<file path="config.mk">
export PLATFORM = sky130hd
export DESIGN_NAME = pwm_fault_prot
export DESIGN_NICKNAME = d
export VERILOG_FILES = /design/src/rtl/fp_pkg.sv /design/src/rtl/fp_fault_cond.sv /design/src/rtl/fp_out_mux.sv /design/src/rtl/pwm_fault_prot.sv
export SDC_FILE = /design/constraint.sdc
export NUM_CORES = 1
export LEC_CHECK = 0
export BUFFER_PORTS_ARGS = -buffer_cell sky130_fd_sc_hd__buf_2
export CAP_MARGIN = 20
export CORE_MARGIN = 3
export CORE_UTILIZATION = 41
export DETAILED_ROUTE_END_ITERATION = 16
export PLACE_DENSITY = 0.88
export SLEW_MARGIN = 20
export SYNTH_ARGS = -nofsm -noshare
export SYNTH_HDL_FRONTEND = slang
export SYNTH_SLANG_ARGS = --single-unit
</file>
<file path="constraint.sdc">
create_clock -name clk_i -period 2.1 [get_ports clk_i]
set_clock_uncertainty 0.05 [all_clocks]
set_input_delay 0.21 -clock clk_i [delete_from_list [all_inputs] [get_ports clk_i]]
set_output_delay 0.21 -clock clk_i [all_outputs]
set_load 0.1 [all_outputs]
</file>
<file path="src/rtl/fp_pkg.sv">
package fp_pkg;
  typedef struct packed {
    logic h;
    logic l;
  } pair_t;

  function automatic pair_t pick_pair(input logic forced, input pair_t safe,
                                      input pair_t ovr_en, input pair_t ovr_val,
                                      input pair_t gen);
    pair_t r;
    r.h = forced ? safe.h : (ovr_en.h ? ovr_val.h : gen.h);
    r.l = forced ? safe.l : (ovr_en.l ? ovr_val.l : gen.l);
    return r;
  endfunction
endpackage

</file>
<file path="src/rtl/fp_fault_cond.sv">
module fp_fault_cond #(
  parameter int SYNC_STAGES = 2
) (
  input  logic clk_i,
  input  logic rst_ni,
  input  logic fault_i,
  input  logic pol_i,
  input  logic filt_en_i,
  input  logic mode_i,
  input  logic clr_i,
  output logic lvl_o,
  output logic act_o
);
  localparam int LAST = SYNC_STAGES - 1;

  logic [LAST:0] sync_q;
  logic          prev_q;
  logic          filt_q;
  logic          latch_q;
  logic          at_lvl;
  logic          norm;

  // normalise to "1 = at fault level" before sync so reset value means idle
  assign norm = fault_i ~^ pol_i;

  always_ff @(posedge clk_i or negedge rst_ni) begin
    if (!rst_ni) begin
      sync_q <= '0;
    end else begin
      sync_q <= {sync_q[LAST-1:0], norm};
    end
  end

  always_ff @(posedge clk_i or negedge rst_ni) begin
    if (!rst_ni) begin
      prev_q <= 1'b0;
      filt_q <= 1'b0;
    end else begin
      prev_q <= sync_q[LAST];
      if (sync_q[LAST] == prev_q) filt_q <= prev_q;
    end
  end

  assign at_lvl = filt_en_i ? filt_q : sync_q[LAST];

  always_ff @(posedge clk_i or negedge rst_ni) begin
    if (!rst_ni) begin
      latch_q <= 1'b0;
    end else if (!mode_i) begin
      latch_q <= 1'b0;
    end else begin
      latch_q <= at_lvl | (latch_q & ~clr_i);
    end
  end

  assign lvl_o = at_lvl;
  assign act_o = mode_i ? (latch_q | at_lvl) : at_lvl;
endmodule

</file>
<file path="src/rtl/fp_out_mux.sv">
module fp_out_mux
  import fp_pkg::*;
#(
  parameter int NUM_FAULTS = 6
) (
  input  logic [NUM_FAULTS-1:0] act_i,
  input  logic [NUM_FAULTS-1:0] mask_i,
  input  pair_t                 safe_i,
  input  pair_t                 ovr_en_i,
  input  pair_t                 ovr_val_i,
  input  pair_t                 gen_i,
  output pair_t                 out_o
);
  logic forced;
  assign forced = |(act_i & mask_i);
  assign out_o  = pick_pair(forced, safe_i, ovr_en_i, ovr_val_i, gen_i);
endmodule

</file>
<file path="src/rtl/pwm_fault_prot.sv">
module pwm_fault_prot
  import fp_pkg::*;
#(
  parameter int NUM_FAULTS = 6,
  parameter int NUM_CH     = 4
) (
  input  logic                         clk_i,
  input  logic                         rst_ni,
  input  logic [NUM_FAULTS-1:0]        fault_i,
  input  logic [NUM_FAULTS-1:0]        pol_i,
  input  logic [NUM_FAULTS-1:0]        filt_en_i,
  input  logic [NUM_FAULTS-1:0]        mode_i,
  input  logic [NUM_FAULTS-1:0]        clr_i,
  input  logic [NUM_CH*NUM_FAULTS-1:0] ch_mask_i,
  input  logic [NUM_CH-1:0]            safe_h_i,
  input  logic [NUM_CH-1:0]            safe_l_i,
  input  logic [NUM_CH-1:0]            gen_h_i,
  input  logic [NUM_CH-1:0]            gen_l_i,
  input  logic [NUM_CH-1:0]            ovr_h_en_i,
  input  logic [NUM_CH-1:0]            ovr_l_en_i,
  input  logic [NUM_CH-1:0]            ovr_h_val_i,
  input  logic [NUM_CH-1:0]            ovr_l_val_i,
  output logic [NUM_CH-1:0]            pwm_h_o,
  output logic [NUM_CH-1:0]            pwm_l_o,
  output logic [NUM_FAULTS-1:0]        fault_lvl_o,
  output logic [NUM_FAULTS-1:0]        fault_act_o
);
  logic [NUM_FAULTS-1:0] lvl;
  logic [NUM_FAULTS-1:0] act;

  for (genvar f = 0; f < NUM_FAULTS; f++) begin : g_fault
    fp_fault_cond #(.SYNC_STAGES(2)) i_cond (
      .clk_i     (clk_i),
      .rst_ni    (rst_ni),
      .fault_i   (fault_i[f]),
      .pol_i     (pol_i[f]),
      .filt_en_i (filt_en_i[f]),
      .mode_i    (mode_i[f]),
      .clr_i     (clr_i[f]),
      .lvl_o     (lvl[f]),
      .act_o     (act[f])
    );
  end

  for (genvar c = 0; c < NUM_CH; c++) begin : g_ch
    pair_t out;
    fp_out_mux #(.NUM_FAULTS(NUM_FAULTS)) i_mux (
      .act_i     (act),
      .mask_i    (ch_mask_i[c*NUM_FAULTS +: NUM_FAULTS]),
      .safe_i    ('{h: safe_h_i[c],    l: safe_l_i[c]}),
      .ovr_en_i  ('{h: ovr_h_en_i[c],  l: ovr_l_en_i[c]}),
      .ovr_val_i ('{h: ovr_h_val_i[c], l: ovr_l_val_i[c]}),
      .gen_i     ('{h: gen_h_i[c],     l: gen_l_i[c]}),
      .out_o     (out)
    );
    assign pwm_h_o[c] = out.h;
    assign pwm_l_o[c] = out.l;
  end

  assign fault_lvl_o = lvl;
  assign fault_act_o = act;
endmodule

</file>
==> results of run 1 <==
[state kept, by name (all words and copies together) (netlist names)]
| name | flops |
|---|---|
| g_fault.i_cond.sync_q | 12 |
| g_fault.i_cond.filt_q | 6 |
| g_fault.i_cond.latch_q | 6 |
| g_fault.i_cond.prev_q | 6 |
[final cells by class]
class / instances / area, sq um / share of cell area
clock buffer: 7 / 86.3 / 0.0343
timing repair buffer: 117 / 733 / 0.292
sequential: 30 / 751 / 0.299
multi-input combinational: 76 / 881 / 0.350
tap: 46 / 57.6 / 0.0229
clock inverter: 1 / 5.00 / 0.00199
[worst max-delay path by stage]
stage | cells after the start | slack [ns] | end | from
floorplan | 5 | 0.08 | pwm_h_o[0] | g_fault[4].i_cond.sync_q[1]
global placement | 6 | 0.17 | pwm_l_o[3] | g_fault[2].i_cond.sync_q[1]
detailed placement | 6 | 0.14 | pwm_h_o[2] | g_fault[1].i_cond.sync_q[1]
CTS | 6 | -0.10 | pwm_h_o[2] | g_fault[1].i_cond.sync_q[1]
global route | 6 | -0.17 | pwm_l_o[3] | g_fault[2].i_cond.sync_q[1]
finish | 6 | -0.12 | pwm_l_o[3] | g_fault[2].i_cond.sync_q[1]
[power by group through the flow]
stage                     registers, uW  logic [uW]  clock network, uW
after floorplan                     688         862                  0
after global placement              693        1090                  0
after detailed placement            698        1100                  0
after CTS                           685        1180                461
after global routing                695        1230                488
final                               686        1190                448
[cell usage in the layout, fill, tap and decap left out]
cell	netlist	final
clkbuf_8	0	6
buf_12	0	8
a21o_4	4	6
maj3_1	6	6
o21a_1	6	6
a31oi_2	0	8
and3_4	0	4
buf_4	12	9
mux2_4	6	6
nor2b_1	6	6
clkinv_2	0	1
a21oi_4	0	8
dlygate4sd3_1	0	1
dfrtp_1	30	30
mux2i_1	8	8
clkbuf_1	0	1
a22oi_2	12	12
buf_2	0	99
xnor2_1	6	6
[per-stage QoR]
stage / hold WS [ns] / instance area (sq um) / power [uW] / utilization
after detailed placement: 0.219 / 2260 / 1800 / 0.647
after global placement: 0.215 / 2260 / 1780 / 0.647
after global routing: 0.0635 / 2510 / 2420 / 0.719
after floorplan: -0.136 / 1640 / 1550 / -
final: 0.0673 / 2510 / 2320 / 0.719
after CTS: 0.0601 / 2490 / 2320 / 0.714
[synthesized netlist by cell type, drive strengths merged]
library cell,instances,area [sq um]
and3,4,25.0
buf,12,90.1
xnor2,6,52.6
maj3,6,60.1
a21oi,8,40.0
a31oi,8,50.1
mux2,6,90.1
a22oi,12,150
nor2b,6,37.5
o21a,6,45.0
a21o,6,75.1
mux2i,8,80.1
dfrtp,30,751
[layer usage]
layer,global-route usage,up-vias,part of all wire
met3,0.0483,10,0.10
met1,0.181,623,0.33
li1,-,653,-
met5,0,-,0
met4,0.0835,0,0.023
met2,0.377,78,0.54
[cell families after synthesis]
kind of cell,synth area share
xor+xnor,0.0340
compound gates,0.233
fa+ha+maj,0.0388
buf+inv,0.0583
flops,0.485
simple gates,0.0405
mux,0.110
[worst max-delay path, stage by stage (launching register included)]
cell     delay, ns
dfrtp_1       0.38
mux2_4        0.29
a21o_4        0.22
a22oi_2       0.28
a31oi_2       0.17
a21oi_4       0.17
buf_12        0.19
[timing repair]
item	in CTS	in global routing
endpoints found under the setup margin	8	8
endpoints found under the hold margin	30	0
gates resized for setup	16	3
hold buffers	1	0
setup buffers	9	0
pin swaps	16	5
==> flow_metrics.env, run 1 <==
export IMPL_status="complete, but fails checks"
export IMPL_violations="negative setup slack"
export IMPL_dieHeight_microns=67.4
export IMPL_finalNetCount=318
export IMPL_grt_pass1_wl_microns=6360
export IMPL_powerDensity_nw_per_um2=923
export IMPL_hp_start="fault_i[4]"
export IMPL_r2r_cells=3
export IMPL_die_width_microns=67.4
export IMPL_n_fill_cell=242
export IMPL_portBuffers=107
export IMPL_diodes=0
export IMPL_synth_nets=206
export IMPL_required_ns=1.84
export IMPL_dp_cells=259
export IMPL_drt_wirelength_per_cell_microns=15.4
export IMPL_crit_arrival_ns=1.96
export IMPL_pwr_share_comb=0.512
export IMPL_coreArea_sq_um=3490
export IMPL_peakVddDrop_v=0.000578
export IMPL_seq_power_share=0.295
export IMPL_cts_max_path_buffers=2
export IMPL_root_buffer="clkbuf_8"
export IMPL_path_clk_slew_ns=0.05
export IMPL_p_sw_frac=0.433
export IMPL_r2r_setup_slack_ns=0.97
export IMPL_hold_violations=0
export IMPL_firstDrtPassIters=3
export IMPL_cp_start_kind="register"
export IMPL_yosysSeqAreaShare=0.485
export IMPL_intPower_uw=1320
export IMPL_setup_viol=8
export IMPL_drive_gt1_frac=0.723
export IMPL_fin_crit_ns=2.22
export IMPL_holdPathEnd="g_fault[4].i_cond.sync_q[0]"
export IMPL_wl_microns=4260
export IMPL_worst_slew_pin_slew_ns=0.638
export IMPL_viasPerCell=4.92
export IMPL_clock_sinks=30
export IMPL_crit_path_max_fanout=5
export IMPL_grt_pass1_vias=1485
export IMPL_cts_tree="yes"
export IMPL_htree_num_levels=2
export IMPL_overflow=0
export IMPL_start_util=0.443
export IMPL_layout_setup_ws_ns=-0.115
export IMPL_postSynthAreaPerCell_sq_um=13.1
export IMPL_cp_end_kind="output port"
export IMPL_gp_congestion=0.672
export IMPL_cts_buffers=5
export IMPL_grt_max_degree=31
export IMPL_stdcell_count=277
export IMPL_tns_ns=-0.656
export IMPL_ys_ff_latch=30
export IMPL_min_delay_path_class="in2reg"
export IMPL_track_usage=0.190
export IMPL_fmax_mhz=451
export IMPL_num_rows=21
export IMPL_cap_violations=0
export IMPL_r2r_end="g_fault[2].i_cond.latch_q"
export IMPL_clkPwrFrac=0.193
export IMPL_rsz0062_at_grt="yes"
export IMPL_remaining_drc_errors=0
export IMPL_num_vias=1364
export IMPL_slew_violations=0
export IMPL_crit_type="reg2out"
export IMPL_antenna_left=0
export IMPL_timing_rr_start="g_fault[2].i_cond.sync_q[1]"
export IMPL_whs_path_depth=2
export IMPL_ioPinCount=108
export IMPL_hpwl_microns=3430
export IMPL_syn_inst=118
export IMPL_synth_warnings=0
export IMPL_post_route_period_util=1.05
export IMPL_pre_cts_ws_ns=0.144
export IMPL_die_area_sq_um=4540
export IMPL_leakage_uw=0.00120
export IMPL_p_switching_uw=1000
export IMPL_antenna_found_initial=0
export IMPL_synth_area_sq_um=1550
export IMPL_drt_iter0_drc=21
export IMPL_clk_latency_ns=0.27
export IMPL_timing_slew_headroom=0.575
export IMPL_area_growth_syn_to_layout_pct=62.5
export IMPL_synth_distinct_cells=14
(Power assumes the default switching activity.)
==> run 2, diff against run 1 <==
- CELL_PAD_IN_SITES_DETAIL_PLACEMENT: unset -> 2
- CELL_PAD_IN_SITES_GLOBAL_PLACEMENT: unset -> 2
- CORE_UTILIZATION: 41 -> 23
- PLACE_DENSITY: 0.88 -> 0.86
==> flow_metrics.env, run 2 (synthesis gave the netlist of run 1 again) <==
export IMPL_regMostFlops="g_fault.i_cond.sync_q"
export IMPL_violations="negative setup slack"
export IMPL_firstDrtPassIters=2
export IMPL_wl_microns=5160
export IMPL_area_growth_syn_to_layout_pct=62.4
export IMPL_powerDensity_nw_per_um2=929
export IMPL_slew_violations=0
export IMPL_wl_met1_microns=1770
export IMPL_cts_buffers=5
export IMPL_crit_buf_inv=1
export IMPL_hold_violations=0
export IMPL_setup_viol=8
export IMPL_crit_family="compound AO/OA/AOI/OAI gates"
export IMPL_post_route_period_util=1.05
export IMPL_cp_end_kind="output port"
export IMPL_drive_gt1_frac=0.706
export IMPL_ioPinCount=108
export IMPL_grt_max_degree=31
export IMPL_root_buffer="clkbuf_8"
export IMPL_clk_latency_ns=0.28
export IMPL_start_util=0.241
export IMPL_cap_violations=0
export IMPL_dieHeight_microns=88
export IMPL_peakVddDrop_v=0.000573
export IMPL_required_ns=1.84
export IMPL_track_usage=0.137
export IMPL_antenna_left=0
export IMPL_path_cells="mux2_4 -> a21o_4 -> a22oi_2 -> a31oi_1 -> a21oi_4 -> buf_12"
export IMPL_clock_sinks=30
export IMPL_fin_crit_ns=2.21
export IMPL_layout_setup_ws_ns=-0.115
export IMPL_fin_util=0.391
export IMPL_status="complete, but fails checks"
export IMPL_cts_tree="yes"
export IMPL_portBuffers=107
export IMPL_critPathSlowestCell="dfrtp_1"
export IMPL_drt_iter0_drc=7
export IMPL_wl_met2_microns=2900
export IMPL_num_rows=29
export IMPL_drt_wirelength_per_cell_microns=16.9
export IMPL_coreArea_sq_um=6420
export IMPL_layout_cells_most_common_list="buf_2, dfrtp_1, a22oi_2"
export IMPL_antenna_found_initial=0
export IMPL_rsz0062_at_grt="yes"
export IMPL_largest_reg_flops=12
export IMPL_hpwl_microns=4380
export IMPL_viasPerCell=4.67
export IMPL_final_area_sq_um=2510
export IMPL_path_clk_slew_ns=0.06
export IMPL_num_vias=1424
export IMPL_min_delay_path_class="in2reg"
export IMPL_crit_type="reg2out"
export IMPL_cts_max_path_buffers=2
export IMPL_crit_path_max_fanout=5
export IMPL_slowest_delay_ns=0.39
export IMPL_leakage_uw=0.00118
export IMPL_final_common_cell="buf_2"
export IMPL_diodes=0
export IMPL_grt_pass1_wl_microns=7780
export IMPL_gp_congestion=0.766
export IMPL_finalNetCount=315
export IMPL_crit_arrival_ns=1.95
export IMPL_fmax_mhz=452
export IMPL_met3RoutedLength_microns=444
export IMPL_cp_start_kind="register"
export IMPL_worst_slew_pin_slew_ns=0.664
export IMPL_htree_num_levels=2
export IMPL_remaining_drc_errors=0
export IMPL_placed_cell_area_sq_um=2300
export IMPL_top_layer="met4"
export IMPL_die_area_sq_um=7740
export IMPL_overflow=0
export IMPL_grt_pass1_vias=1601
export IMPL_die_width_microns=88
export IMPL_timing_slew_headroom=0.557
run 2: path summary, 6_finish.rpt:
check	from	to	slack, ns	cells past startpoint
hold / removal	fault_i[1]	g_fault[1].i_cond.sync_q[0]	0.06	2
hold reg to reg	g_fault[2].i_cond.sync_q[0]	g_fault[2].i_cond.sync_q[1]	0.31	0
min in group asynchronous	rst_ni	g_fault[0].i_cond.prev_q	0.45	2
setup reg to reg	g_fault[1].i_cond.sync_q[1]	g_fault[1].i_cond.latch_q	0.95	3
max in group asynchronous	rst_ni	g_fault[0].i_cond.filt_q	1.13	2
setup / recovery	g_fault[4].i_cond.sync_q[1]	pwm_h_o[2]	-0.11	6
run 2: what timing repair did:
action / in CTS / in global routing
hold buffers: 1 / 0
setup endpoints to repair: 8 / 8
resized for setup: 16 / 0
hold endpoints to repair: 30 / 0
setup buffers: 5 / 1
pin swaps: 15 / 3
run 2: through the flow:
stage	TNS (ns)	hold WS [ns]	std cells	setup WS (ns)	power, uW
3_3_place_gp	0	0.227	290	0.130	1800
2_1_floorplan	0	-0.136	118	0.0806	1550
5_1_grt	-1.56	0.0484	305	-0.219	2450
4_1_cts	-1.00	0.0496	304	-0.148	2360
6_report	-0.855	0.0577	305	-0.115	2330
3_5_place_dp	0	0.234	290	0.0784	1830
run 2: routing by layer:
metal / vias up / GRT usage
met4: 0 / 0.0335
li1: 648 / -
met5: - / 0
met2: 75 / 0.280
met3: 6 / 0.0357
met1: 695 / 0.132
run 2: area by class of cell:
cell class | count | area [sq um]
fill | 695 | 3910
multi-input combinational | 76 | 862
sequential | 30 | 751
timing repair buffer | 114 | 711
tap | 77 | 96.3
clock buffer | 7 | 86.3
clock inverter | 1 | 5.00
run 2: where the power goes:
part	total [uW]	internal, uW	switching [uW]
combinational	1180	389	787
clock	468	264	204
sequential	689	651	37.7
total	2330	1300	1030
==> run 3, diff against run 2 <==
- clock period: 2.1 -> 2.45 ns (I/O delays scaled with it)
==> flow_metrics.env, run 3 (synthesis gave the netlist of run 1 again) <==
export IMPL_track_usage=0.120
export IMPL_hp_start="fault_i[5]"
export IMPL_cp_end_kind="output port"
export IMPL_hpwl_microns=3980
export IMPL_fmax_mhz=434
export IMPL_start_util=0.241
export IMPL_crit_path_max_fanout=5
export IMPL_gp_congestion=0.620
export IMPL_num_vias=1356
export IMPL_crit_arrival_ns=2.01
export IMPL_finalNetCount=309
export IMPL_post_route_period_util=0.941
export IMPL_cts_buffers=5
export IMPL_dp_cells=290
export IMPL_worst_slew_pin_slew_ns=0.646
export IMPL_cap_violations=0
export IMPL_crit_buf_inv=1
export IMPL_crit_path_start="g_fault[1].i_cond.sync_q[1]"
export IMPL_critPathSlowestCell="dfrtp_1"
export IMPL_grt_max_degree=31
export IMPL_rsz0062_at_grt="no"
export IMPL_coreArea_sq_um=6420
export IMPL_crit_family="compound AO/OA/AOI/OAI gates"
export IMPL_powerDensity_nw_per_um2=822
export IMPL_dieHeight_microns=88
export IMPL_wl_microns=4640
export IMPL_overflow=0
export IMPL_hold_violations=0
export IMPL_die_area_sq_um=7740
export IMPL_cp_start_kind="register"
export IMPL_firstDrtPassIters=3
export IMPL_cts_max_path_buffers=2
export IMPL_drt_iter0_drc=20
export IMPL_slowest_delay_ns=0.39
export IMPL_viasPerCell=4.54
export IMPL_required_ns=2.15
export IMPL_num_rows=29
export IMPL_setup_viol=0
export IMPL_status="finished, final reports clean"
export IMPL_root_buffer="clkbuf_8"
export IMPL_fin_crit_ns=2.30
export IMPL_die_width_microns=88
export IMPL_grt_pass1_vias=1495
export IMPL_leakage_uw=0.00111
export IMPL_n_fill_cell=714
export IMPL_hold_slack_ns=0.0969
export IMPL_grt_pass1_wl_microns=7110
export IMPL_timing_slew_headroom=0.569
export IMPL_diodes=0
export IMPL_clock_sinks=30
export IMPL_tns_ns=0
export IMPL_path_cells="mux2_4 -> a21o_4 -> a22oi_2 -> a31oi_1 -> a21oi_2 -> clkbuf_4"
export IMPL_final_common_cell="buf_2"
export IMPL_p_total_uw=1840
export IMPL_portBuffers=107
export IMPL_drive_gt1_frac=0.649
export IMPL_area_growth_syn_to_layout_pct=44.8
export IMPL_largest_reg_flops=12
export IMPL_slew_violations=0
export IMPL_path_clk_slew_ns=0.06
export IMPL_regMostFlops="g_fault.i_cond.sync_q"
export IMPL_ioPinCount=108
export IMPL_remaining_drc_errors=0
export IMPL_timing_rr_start="g_fault[1].i_cond.sync_q[1]"
export IMPL_drt_wirelength_per_cell_microns=15.5
export IMPL_htree_num_levels=2
export IMPL_clk_latency_ns=0.27
export IMPL_antenna_found_initial=0
export IMPL_crit_type="reg2out"
export IMPL_cts_tree="yes"
export IMPL_antenna_left=0
export IMPL_cts_setup_buffers=0
export IMPL_peakVddDrop_v=0.000372
export IMPL_stdcell_count=299
export IMPL_layout_cells_most_common_list="buf_2, dfrtp_1, a22oi_2"
export IMPL_min_delay_path_class="in2reg"
-- run 3: layout make-up --
| class | count | area, sq um | share of cell area |
|---|---|---|---|
| clock inverters | 1 | 5.00 | 0.00223 |
| clock buffers | 7 | 86.3 | 0.0385 |
| well taps | 77 | 96.3 | 0.0430 |
| multi-input cells | 76 | 736 | 0.328 |
| flip-flops and latches | 30 | 751 | 0.335 |
| repair buffers | 108 | 566 | 0.253 |
-- run 3: path summary, 6_finish.rpt --
check,end,slack (ns),cells past startpoint
max,pwm_h_o[1],0.15,6
min,g_fault[5].i_cond.sync_q[0],0.1,2
max reg2reg,g_fault[1].i_cond.latch_q,1.41,2
min reg2reg,g_fault[1].i_cond.sync_q[1],0.30,0
max in group asynchronous,g_fault[2].i_cond.latch_q,1.43,2
min in group asynchronous,g_fault[3].i_cond.filt_q,0.50,2
-- run 3: worst reg2reg max path, stage by stage, from the launching register on --
cell and delay, ns:
dfrtp_1 0.39, mux2_4 0.30, o21a_1 0.19
-- run 3: stage by stage --
step	utilization	setup slack [ns]	area, sq um
after floorplan	-	0.139	1580
after global placement	0.330	0.352	2120
after detailed placement	0.330	0.322	2120
after CTS	0.346	0.0103	2220
after global routing	0.349	0.00860	2240
final	0.349	0.145	2240
-- run 3: repair_timing --
item,4_1_cts,5_1_grt
gates resized for setup,0,8
endpoints found under the hold margin,30,0
hold buffers,1,0
setup endpoints to repair,0,8
-- run 3: power by group --
part | leakage [uW] | internal (uW) | switching, uW | total (uW)
Sequential | 0.000356 | 558 | 32.2 | 590
Combinational | 0.000701 | 234 | 622 | 856
Clock | 0.0000482 | 226 | 168 | 394
Total | 0.00111 | 1020 | 822 | 1840
-- run 3: metal layers --
metal | global-route usage | wire length [microns] | vias up | part of all wire
li1 | - | - | 633 | -
met5 | 0 | 0 | - | 0
met3 | 0.0348 | 429 | 4 | 0.092
met1 | 0.131 | 1730 | 646 | 0.37
met2 | 0.224 | 2430 | 73 | 0.52
met4 | 0.0335 | 46 | 0 | 0.0099
